File: src/rtl/ppb_pkg.sv
package ppb_pkg;
    typedef enum logic [2:0] {
        ST_IDLE,
        ST_COLLECT,
        ST_COMMIT,
        ST_HOLD,
        ST_DONE
    } ppb_state_e;
endpackage

File: src/rtl/ppb_byte_asm.sv
module ppb_byte_asm #(
    parameter int BYTE_W = 8
) (
    input  logic              clk,
    input  logic              rst_n,
    input  logic              clear,
    input  logic              bit_valid,
    input  logic              bit_in,
    output logic              byte_stb,
    output logic [BYTE_W-1:0] byte_val,
    output logic              aligned
);
    localparam int CNT_W = $clog2(BYTE_W);
    localparam logic [CNT_W-1:0] LAST = CNT_W'(BYTE_W - 1);

    typedef struct packed {
        logic [BYTE_W-1:0] sh;
        logic [CNT_W-1:0]  cnt;
    } asm_s;

    asm_s asm_d, asm_q;

    always_comb begin
        asm_d    = asm_q;
        byte_stb = 1'b0;
        byte_val = {asm_q.sh[BYTE_W-2:0], bit_in};
        if (clear) begin
            asm_d = '0;
        end else if (bit_valid) begin
            asm_d.sh = byte_val;
            if (asm_q.cnt == LAST) begin
                asm_d.cnt = '0;
                byte_stb  = 1'b1;
            end else begin
                asm_d.cnt = asm_q.cnt + 1'b1;
            end
        end
    end

    assign aligned = (asm_q.cnt == '0);

    always_ff @(posedge clk or negedge rst_n) begin
        if (!rst_n) asm_q <= '0;
        else        asm_q <= asm_d;
    end
endmodule

File: src/rtl/ppb_page_store.sv
module ppb_page_store #(
    parameter int DEPTH = 256,
    parameter int W     = 8
) (
    input  logic                     clk,
    input  logic                     rst_n,
    input  logic                     clr_mask,
    input  logic                     wr_en,
    input  logic [$clog2(DEPTH)-1:0] wr_idx,
    input  logic [W-1:0]             wr_data,
    input  logic [$clog2(DEPTH)-1:0] rd_idx,
    output logic [W-1:0]             rd_data,
    output logic                     rd_valid
);
    logic [W-1:0]     ent_q [DEPTH];
    logic [DEPTH-1:0] vld_d, vld_q;

    always_comb begin
        vld_d = vld_q;
        if (clr_mask)   vld_d = '0;
        else if (wr_en) vld_d[wr_idx] = 1'b1;
    end

    always_ff @(posedge clk or negedge rst_n) begin
        if (!rst_n) vld_q <= '0;
        else        vld_q <= vld_d;
    end

    for (genvar g = 0; g < DEPTH; g++) begin : g_ent
        always_ff @(posedge clk) begin
            if (wr_en && (wr_idx == g)) ent_q[g] <= wr_data;
        end
    end

    assign rd_data  = ent_q[rd_idx];
    assign rd_valid = vld_q[rd_idx];
endmodule

File: src/rtl/ppb_ctrl.sv
module ppb_ctrl
    import ppb_pkg::*;
#(
    parameter int ADDR_W      = 18,
    parameter int PAGE_W      = 8,
    parameter int PROG_CYCLES = 64
) (
    input  logic              clk,
    input  logic              rst_n,
    input  logic              cmd_start,
    input  logic [ADDR_W-1:0] start_addr,
    input  logic              cs_rise,
    input  logic              aligned,
    input  logic              byte_stb,
    input  logic              wel_ok,
    input  logic              prot_ok,
    input  logic              st_rd_valid,
    output logic              collecting,
    output logic              asm_clear,
    output logic              clr_mask,
    output logic              buf_wr_en,
    output logic [PAGE_W-1:0] buf_wr_idx,
    output logic [PAGE_W-1:0] buf_rd_idx,
    output logic [ADDR_W-1:0] mem_addr,
    output logic              mem_wr_en,
    output logic              busy,
    output logic              done
);
    localparam int HI_W  = ADDR_W - PAGE_W;
    localparam int TMR_W = $clog2(PROG_CYCLES + 1);
    localparam logic [PAGE_W-1:0] IDX_LAST = '1;
    localparam logic [TMR_W-1:0]  TMR_LOAD = TMR_W'(PROG_CYCLES - 1);

    typedef struct packed {
        ppb_state_e        st;
        logic [HI_W-1:0]   page;
        logic [PAGE_W-1:0] ptr;
        logic [PAGE_W-1:0] idx;
        logic [TMR_W-1:0]  tmr;
        logic              any;
    } ctl_s;

    ctl_s c_d, c_q;

    always_comb begin
        c_d        = c_q;
        collecting = 1'b0;
        asm_clear  = 1'b0;
        clr_mask   = 1'b0;
        buf_wr_en  = 1'b0;
        mem_wr_en  = 1'b0;
        busy       = 1'b0;
        done       = 1'b0;
        unique case (c_q.st)
            ST_IDLE: begin
                if (cmd_start) begin
                    c_d.st    = ST_COLLECT;
                    c_d.page  = start_addr[ADDR_W-1:PAGE_W];
                    c_d.ptr   = start_addr[PAGE_W-1:0];
                    c_d.any   = 1'b0;
                    asm_clear = 1'b1;
                    clr_mask  = 1'b1;
                end
            end
            ST_COLLECT: begin
                collecting = 1'b1;
                if (cs_rise) begin
                    if (aligned && c_q.any && wel_ok && prot_ok) begin
                        c_d.st  = ST_COMMIT;
                        c_d.idx = '0;
                    end else begin
                        c_d.st = ST_IDLE;
                    end
                end else if (byte_stb) begin
                    buf_wr_en = 1'b1;
                    c_d.ptr   = c_q.ptr + 1'b1;
                    c_d.any   = 1'b1;
                end
            end
            ST_COMMIT: begin
                busy      = 1'b1;
                mem_wr_en = st_rd_valid;
                if (c_q.idx == IDX_LAST) begin
                    c_d.st  = ST_HOLD;
                    c_d.tmr = TMR_LOAD;
                end else begin
                    c_d.idx = c_q.idx + 1'b1;
                end
            end
            ST_HOLD: begin
                busy = 1'b1;
                if (c_q.tmr == '0) c_d.st  = ST_DONE;
                else               c_d.tmr = c_q.tmr - 1'b1;
            end
            ST_DONE: begin
                done   = 1'b1;
                c_d.st = ST_IDLE;
            end
            default: c_d.st = ST_IDLE;
        endcase
    end

    assign buf_wr_idx = c_q.ptr;
    assign buf_rd_idx = c_q.idx;
    assign mem_addr   = {c_q.page, c_q.idx};

    always_ff @(posedge clk or negedge rst_n) begin
        if (!rst_n) c_q <= '{st: ST_IDLE, default: '0};
        else        c_q <= c_d;
    end
endmodule

File: src/rtl/page_prog_buffer.sv
module page_prog_buffer #(
    parameter int ADDR_W      = 18,
    parameter int PROG_CYCLES = 64
) (
    input  logic              clk,
    input  logic              rst_n,
    input  logic              cmd_start,
    input  logic [ADDR_W-1:0] start_addr,
    input  logic              bit_valid,
    input  logic              bit_in,
    input  logic              cs_rise,
    input  logic              wel_ok,
    input  logic              prot_ok,
    output logic [ADDR_W-1:0] mem_rd_addr,
    input  logic [7:0]        mem_rd_data,
    output logic              mem_wr_en,
    output logic [ADDR_W-1:0] mem_wr_addr,
    output logic [7:0]        mem_wr_data,
    output logic              busy,
    output logic              done
);
    localparam int BYTE_W     = 8;
    localparam int PAGE_BYTES = 256;
    localparam int PAGE_W     = $clog2(PAGE_BYTES);

    logic              collecting, asm_clear, clr_mask, buf_wr_en;
    logic              byte_stb, aligned, st_rd_valid;
    logic [BYTE_W-1:0] byte_val, st_rd_data;
    logic [PAGE_W-1:0] buf_wr_idx, buf_rd_idx;
    logic [ADDR_W-1:0] mem_addr;

    ppb_byte_asm #(.BYTE_W(BYTE_W)) u_asm (
        .clk       (clk),
        .rst_n     (rst_n),
        .clear     (asm_clear),
        .bit_valid (bit_valid & collecting),
        .bit_in    (bit_in),
        .byte_stb  (byte_stb),
        .byte_val  (byte_val),
        .aligned   (aligned)
    );

    ppb_page_store #(.DEPTH(PAGE_BYTES), .W(BYTE_W)) u_store (
        .clk      (clk),
        .rst_n    (rst_n),
        .clr_mask (clr_mask),
        .wr_en    (buf_wr_en),
        .wr_idx   (buf_wr_idx),
        .wr_data  (byte_val),
        .rd_idx   (buf_rd_idx),
        .rd_data  (st_rd_data),
        .rd_valid (st_rd_valid)
    );

    ppb_ctrl #(
        .ADDR_W      (ADDR_W),
        .PAGE_W      (PAGE_W),
        .PROG_CYCLES (PROG_CYCLES)
    ) u_ctrl (
        .clk         (clk),
        .rst_n       (rst_n),
        .cmd_start   (cmd_start),
        .start_addr  (start_addr),
        .cs_rise     (cs_rise),
        .aligned     (aligned),
        .byte_stb    (byte_stb),
        .wel_ok      (wel_ok),
        .prot_ok     (prot_ok),
        .st_rd_valid (st_rd_valid),
        .collecting  (collecting),
        .asm_clear   (asm_clear),
        .clr_mask    (clr_mask),
        .buf_wr_en   (buf_wr_en),
        .buf_wr_idx  (buf_wr_idx),
        .buf_rd_idx  (buf_rd_idx),
        .mem_addr    (mem_addr),
        .mem_wr_en   (mem_wr_en),
        .busy        (busy),
        .done        (done)
    );

    assign mem_rd_addr = mem_addr;
    assign mem_wr_addr = mem_addr;
    assign mem_wr_data = mem_rd_data & st_rd_data;
endmodule

File: config.mk
export PLATFORM = sky130hd
export DESIGN_NAME = page_prog_buffer
export DESIGN_NICKNAME = d
export VERILOG_FILES = /design/src/rtl/ppb_pkg.sv /design/src/rtl/ppb_byte_asm.sv /design/src/rtl/ppb_page_store.sv /design/src/rtl/ppb_ctrl.sv /design/src/rtl/page_prog_buffer.sv
export SDC_FILE = /design/constraint.sdc
export NUM_CORES = 2
export LEC_CHECK = 0
export ABC_AREA = 1
export ABC_CLOCK_PERIOD_IN_PS = 10400
export BUFFER_PORTS_ARGS = -buffer_cell sky130_fd_sc_hd__buf_2
export CAP_MARGIN = 20
export CELL_PAD_IN_SITES_DETAIL_PLACEMENT = 1
export CELL_PAD_IN_SITES_GLOBAL_PLACEMENT = 2
export CORE_MARGIN = 4
export CORE_UTILIZATION = 35
export DETAILED_ROUTE_END_ITERATION = 8
export PLACE_DENSITY_LB_ADDON = 0.05
export SLEW_MARGIN = 20
export SYNTH_ARGS = -nofsm -noshare
export SYNTH_HDL_FRONTEND = slang
export SYNTH_SLANG_ARGS = --single-unit
export TNS_END_PERCENT = 10
File: constraint.sdc
create_clock -name clk -period 10.4 [get_ports clk]
set_clock_uncertainty 0.05 [all_clocks]
set_input_delay 0.52 -clock clk [delete_from_list [all_inputs] [get_ports clk]]
set_output_delay 0.52 -clock clk [all_outputs]
set_load 0.02 [all_outputs]
Yosys cells after proc, flatten, opt, wreduce, memory -nomap -nowiden
Memories as Yosys holds them, arrays and structs flattened.
Cells that the tools add are included.
{"block": "classes", "add_sub_neg": 4, "magnitude_cmp": 3, "n_eq_ne": 270, "n_mux": 1318, "bitwise_logic": 3, "n_reduce_logical": 530}
{"operator": "two-way mux 8 bit", "n": 515}
{"operator": "OR reduction 8 bit", "n": 255}
{"operator": "equality test 8 bit (second input constant)", "n": 129}
{"operator": "two-way mux 1 bit", "n": 784}
{"operator": "equality test 8 x 7 -> 1 bit (second input constant)", "n": 64}
{"operator": "two-way mux 256 bit", "n": 2}
{"operator": "logical AND 1 bit", "n": 260}
{"operator": "equality test 8 x 6 -> 1 bit (second input constant)", "n": 32}
{"operator": "bitwise OR 256 bit", "n": 1}
{"operator": "equality test 8 x 5 -> 1 bit (second input constant)", "n": 16}
{"operator": "equality test 8 x 4 -> 1 bit (second input constant)", "n": 8}
{"operator": "equality test 8 x 3 -> 1 bit (second input constant)", "n": 4}
{"operator": "one-hot mux 8 bit (2 select lines)", "n": 2}
{"operator": "two-way mux 21 bit", "n": 1}
{"operator": "two-way mux 10 bit", "n": 2}
{"operator": "< comparator 8 x 9 -> 1 bit (second input constant)", "n": 2}
{"operator": "adder 8 x 1 -> 8 bit (second input constant)", "n": 2}
{"operator": "equality test 8 x 2 -> 1 bit (second input constant)", "n": 2}
{"operator": "two-way mux 7 bit", "n": 2}
{"operator": "one-hot mux 7 bit (2 select lines)", "n": 1}
{"operator": "two-way mux 3 bit", "n": 4}
{"operator": "inequality test 2 bit (second input constant)", "n": 6}
{"operator": "one-hot mux 3 bit (4 select lines)", "n": 1}
{"operator": "AND reduction 4 bit", "n": 3}
{"operator": "21 further kinds", "n": 30}
{"block": "word_totals", "regBits": 303, "mem_bits_rw": 2048, "word_cells": 2138, "memories": 1}
{"name": "u_store.ent_q", "words": 256, "width": 8, "read_ports": 1, "rd_clocked_by_memory_dff": 0, "wr": 1, "line": "ppb_page_store.sv:15", "source": "logic [W-1:0] ent_q [DEPTH];"}

Depth between registers and ports, before layout
{"block": "logic_depth", "ltp_word": 267, "depth_mapped": 20}

By module
From an unflattened synthesis, not the netlist that was laid out.
{"block": "unflattened", "cells_unflattened": 8807, "area_unflattened_um2": 97327.1}
{"module": "ppb_page_store", "n_inst": 1, "cells_each": 8384, "area_each_um2": 94226.6}
{"module": "ppb_ctrl", "n_inst": 1, "cells_each": 324, "area_each_um2": 2377.3}
{"module": "ppb_byte_asm", "n_inst": 1, "cells_each": 63, "area_each_um2": 520.5}
{"module": "page_prog_buffer", "n_inst": 1, "cells_each": 36, "area_each_um2": 202.7}

Worst setup path before layout
OpenSTA, ideal clock, no wires.
{"block": "synth_timing", "path_type": "reg-to-reg", "start": "register u_asm.asm_q (netlist bit u_asm.byte_val[7])", "end": "memory u_store.ent_q[0][7], data pin", "setup_time_ps": 804, "arrival_time_ps": 3184, "slack_ps": 6363, "path_stages_with_launch": 1, "n_path_buf": 0, "period_less_slack_ps": 4037, "path_cell_list": "dfrtp_1"}
{"block": "synth_via", "elab_chain_cells": 255}
{"element": "start: declaration", "line": "ppb_byte_asm.sv:21", "source": "asm_s asm_d, asm_q;"}
{"element": "start signal: assignment", "line": "ppb_byte_asm.sv:44", "source": "else asm_q <= asm_d;"}
{"element": "two-way mux 8 bit (no line) (254 in a row)"}
{"element": "two-way mux 8 bit (no line) (*)"}
{"element": "end: declaration", "line": "ppb_page_store.sv:15"}
Mark *: on every way between the ends. The rest lies on a longest branch, timed or not.

Worst setup path after layout
{"block": "layout_timing", "start": "register u_ctrl.c_q (netlist bit u_ctrl.buf_rd_idx[0])", "end": "output mem_wr_data[3]"}
{"block": "layout_via", "elab_chain_cells": 2}
{"element": "start: declaration", "line": "ppb_ctrl.sv:43", "source": "ctl_s c_d, c_q;"}
{"element": "start signal: assignment", "line": "ppb_ctrl.sv:108", "source": "if (!rst_n) c_q <= '{st: ST_IDLE, default: '0};"}
{"element": "start signal: assignment", "line": "ppb_ctrl.sv:109", "source": "else c_q <= c_d;"}
{"element": "memory read (256 x 8 bit)"}
{"element": "AND 8 bit", "line": "page_prog_buffer.sv:84", "source": "assign mem_wr_data = mem_rd_data & st_rd_data;"}
{"element": "end: declaration", "line": "page_prog_buffer.sv:18", "source": "output logic [7:0] mem_wr_data,"}
Every way passes these cells.

==> out/results.ini <==
[timing]
rsz0062_at_grt=no
min_period_ns=7.09
clock.fmax_mhz=141
hold_ws_ns=0.105
tns_ns=0
setup_viol=0
period_share_pct=68.2
hold_viol=0
tightest_slew_ns=1.19
postLayoutSetupSlackWorst_ns=3.31
slew_headroom_pct=20.5
slew_violations=0

[power]
design_power_total_mw=32.5
ir_drop_v=0.000232
leakagePower_nw=45.0
powerDensity_nw_per_um2=287

[critical_path]
path_max_fanout=157
reg2reg_depth=14
cpMaxStageDelayCell=dfrtp_4
crit_path_end_kind=output port
path_class=reg -> out
required_ns=9.83
startpoint_type=register
path_buf_inv=5
ff2ff_setup_slack_ns=5.72
timing.rr.end=u_ctrl.c_q[6]$_DFFE_PN0P_
cpMostUsedCell=nand2_1
crit_family=buffers and inverters
worstPathArrival_ns=6.52
r2r-start=u_ctrl.buf_rd_idx[0]$_DFFE_PN0P_
max_stage_delay_ns=0.74
path_cells=inv_8, buf_12, buf_4, nand2_1, nand2_1, nand2_1, nand2_1, nand2_1, nand2_1, inv_1, a21oi_1, nor2_1, nand2_1, nand3_1, a21oi_1, buf_2

[global_route]
use_met2_pct=38.9
grt_max_degree=189
grt_pass1_vias=71400
track_usage_pct=23.5
use_met3_pct=2.31
met1_usage_pct=33.3
gr-total-overflow=0
busiest_layer=met2
antenna_found_initial=12
grt_pass1_wl_mm=515

[synth]
post-synth-top-area-cell=edfxtp_1
synth_area_leaders=edfxtp_1 61%, nand2_1 12%, nand3_1 7.7%, dfrtp_1 7.5%, nor2_1 3.6%
syn_area_per_cell_um2=10.3
synth_warnings=0
synth-seq-area-share_pct=68.5
synth_nets=9794
synth-edff-count=2048
synth_seq_cells=2351
yosys.area.top_type_share_pct=61.0
async_flop_share_pct=12.9
synth_cell_types=41
syn-cell-area_um2=101000
synth_most_common_cell=nand2_1
syn_inst=9750
synth_ff_type=edfxtp_1
synth.cells.most_frequent=3173 x nand2_1, 2048 x edfxtp_1, 1547 x nand3_1, 969 x nor2_1, 735 x inv_1

[die]
core_um2=286000
start_util_pct=35.2
die-area_um2=297000
ioPinCount=81
fp.dieW_um=545
die_h_um=545
rows=196

[min_path]
min_from=bit_in
min_to=u_store.ent_q[66][0]$_DFFE_PP_
hold_path_depth=1
hp-class=in -> reg

[final_layout]
finish.cell_count_without_fillers=13700
area_delta_synth_final_pct=12.5
layout-drive-gt1-share_pct=7.63
fin_nets=9708

[cts]
cts_max_level=5
cts_hold_buf=22
clock_latency_ns=0.89
path_clk_slew_ns=0.06
root_buffer=clkbuf_16
cts_tree=yes
cts_inserted_buffers=284
clk_path_buf_depth=4
cts_sinks=2351
cts_setup_buffers=0
ctsResizeCount=0

[drt]
dr_total_vias=69300
via_per_inst=5.07
drcViolationCount=0
first_pass_iters=5
drt-total-wl_mm=353
ant_nets=0
drt_iter0_drc=5045
post_drt_wl_per_cell_um=25.8

[placed_design]
dpl.cell_count=13100
port_buffers=80
gp_congestion=0.768
hpwl_mm=199
place_ws_ns=4.08

[job]
cap_violations=0

[outcome]
outcome=completed

routing by layer:
metal | vias up | part of all wire, %
met5 | - | 0
met4 | 0 | 2.6
met3 | 408 | 3.5
met2 | 1187 | 48
met1 | 35600 | 46
li1 | 32100 | -
state kept, by name, indices dropped and copies added (netlist names):
signal	count
u_store.ent_q	2048
u_store.vld_q	256
u_ctrl.c_q	11
u_ctrl.mem_addr	10
u_ctrl.buf_rd_idx	8
u_ctrl.buf_wr_idx	8
u_asm.byte_val	7
u_asm.asm_q	3
final cells by class:
class | instances | area [µm²]
sequential | 2351 | 69100
fill | 31300 | 173000
clock inverter | 115 | 887
timing repair buffer | 218 | 1800
antenna | 6 | 15.0
clock buffer | 405 | 8010
inverter | 750 | 2860
multi-input combinational | 6059 | 26000
tap | 3762 | 4710
through the flow:
| stage | area, µm² | util, % |
|---|---|---|
| after CTS | 113000 | 39.6 |
| after floorplan | 101000 | - |
| after global routing | 113000 | 39.6 |
| final | 113000 | 39.6 |
| after detailed placement | 104000 | 36.4 |
| after global placement | 104000 | 36.4 |
worst reg2reg max path: stages (launching register included):
cell	delay [ns]
dfrtp_4	0.87
buf_12	0.61
buf_12	0.73
ha_1	0.43
inv_1	0.09
nor3_1	0.29
nand2_1	0.24
nand2_1	0.36
o211ai_1	0.28
inv_1	0.14
nand3_1	0.10
inv_1	0.09
nand2_1	0.06
or2_0	0.20
nand3_1	0.07
where the power goes:
part           total [mW]  internal (mW)  switching [mW]
clock                9.67           5.62            4.05
combinational        11.4           2.54            8.84
sequential           11.5           11.0           0.417
total                32.5           19.2            13.3
layout by cell type (no fill, tap or decap), types with 70 or more instances in the layout:
cell type	n
nand2_1	3173
edfxtp_1	2048
nand3_1	1547
nor2_1	956
inv_1	717
dfrtp_1	291
clkbuf_16	290
o21ai_0	126
buf_4	93
clkbuf_1	83
buf_2	78
nor2_4	74
a21oi_1	70
worst max path at each step:
stage	from	to	slack, ns	cells after the start
floorplan	u_asm.byte_val[7]$_DFFE_PN0P_	u_store.ent_q[0][7]$_DFFE_PP_	6.36	0
global placement	u_ctrl.buf_rd_idx[0]$_DFFE_PN0P_	mem_wr_data[3]	4.10	14
detailed placement	u_ctrl.buf_rd_idx[0]$_DFFE_PN0P_	mem_wr_data[3]	4.08	14
CTS	u_ctrl.buf_rd_idx[0]$_DFFE_PN0P_	mem_wr_data[3]	3.09	14
global route	u_ctrl.buf_rd_idx[0]$_DFFE_PN0P_	mem_wr_data[3]	3.10	14
finish	u_ctrl.buf_rd_idx[0]$_DFFE_PN0P_	mem_wr_data[3]	3.31	16
cells by family (layout without fill, tap and decap cells):
| logic type | Yosys count | in the layout | synth area share (%) |
|---|---|---|---|
| AND/OR/NAND/NOR | 5828 | 5828 | 24.4 |
| flip-flops | 2351 | 2351 | 68.5 |
| buffers and inverters | 1340 | 1488 | 5.74 |
| AO/OA/AOI/OAI | 220 | 220 | 1.14 |
| adder cells (fa/ha/maj) | 10 | 10 | 0.124 |
| XOR/XNOR | 1 | 1 | 0.00869 |
| other | 0 | 6 | 0 |
(Power assumes the default switching activity.)
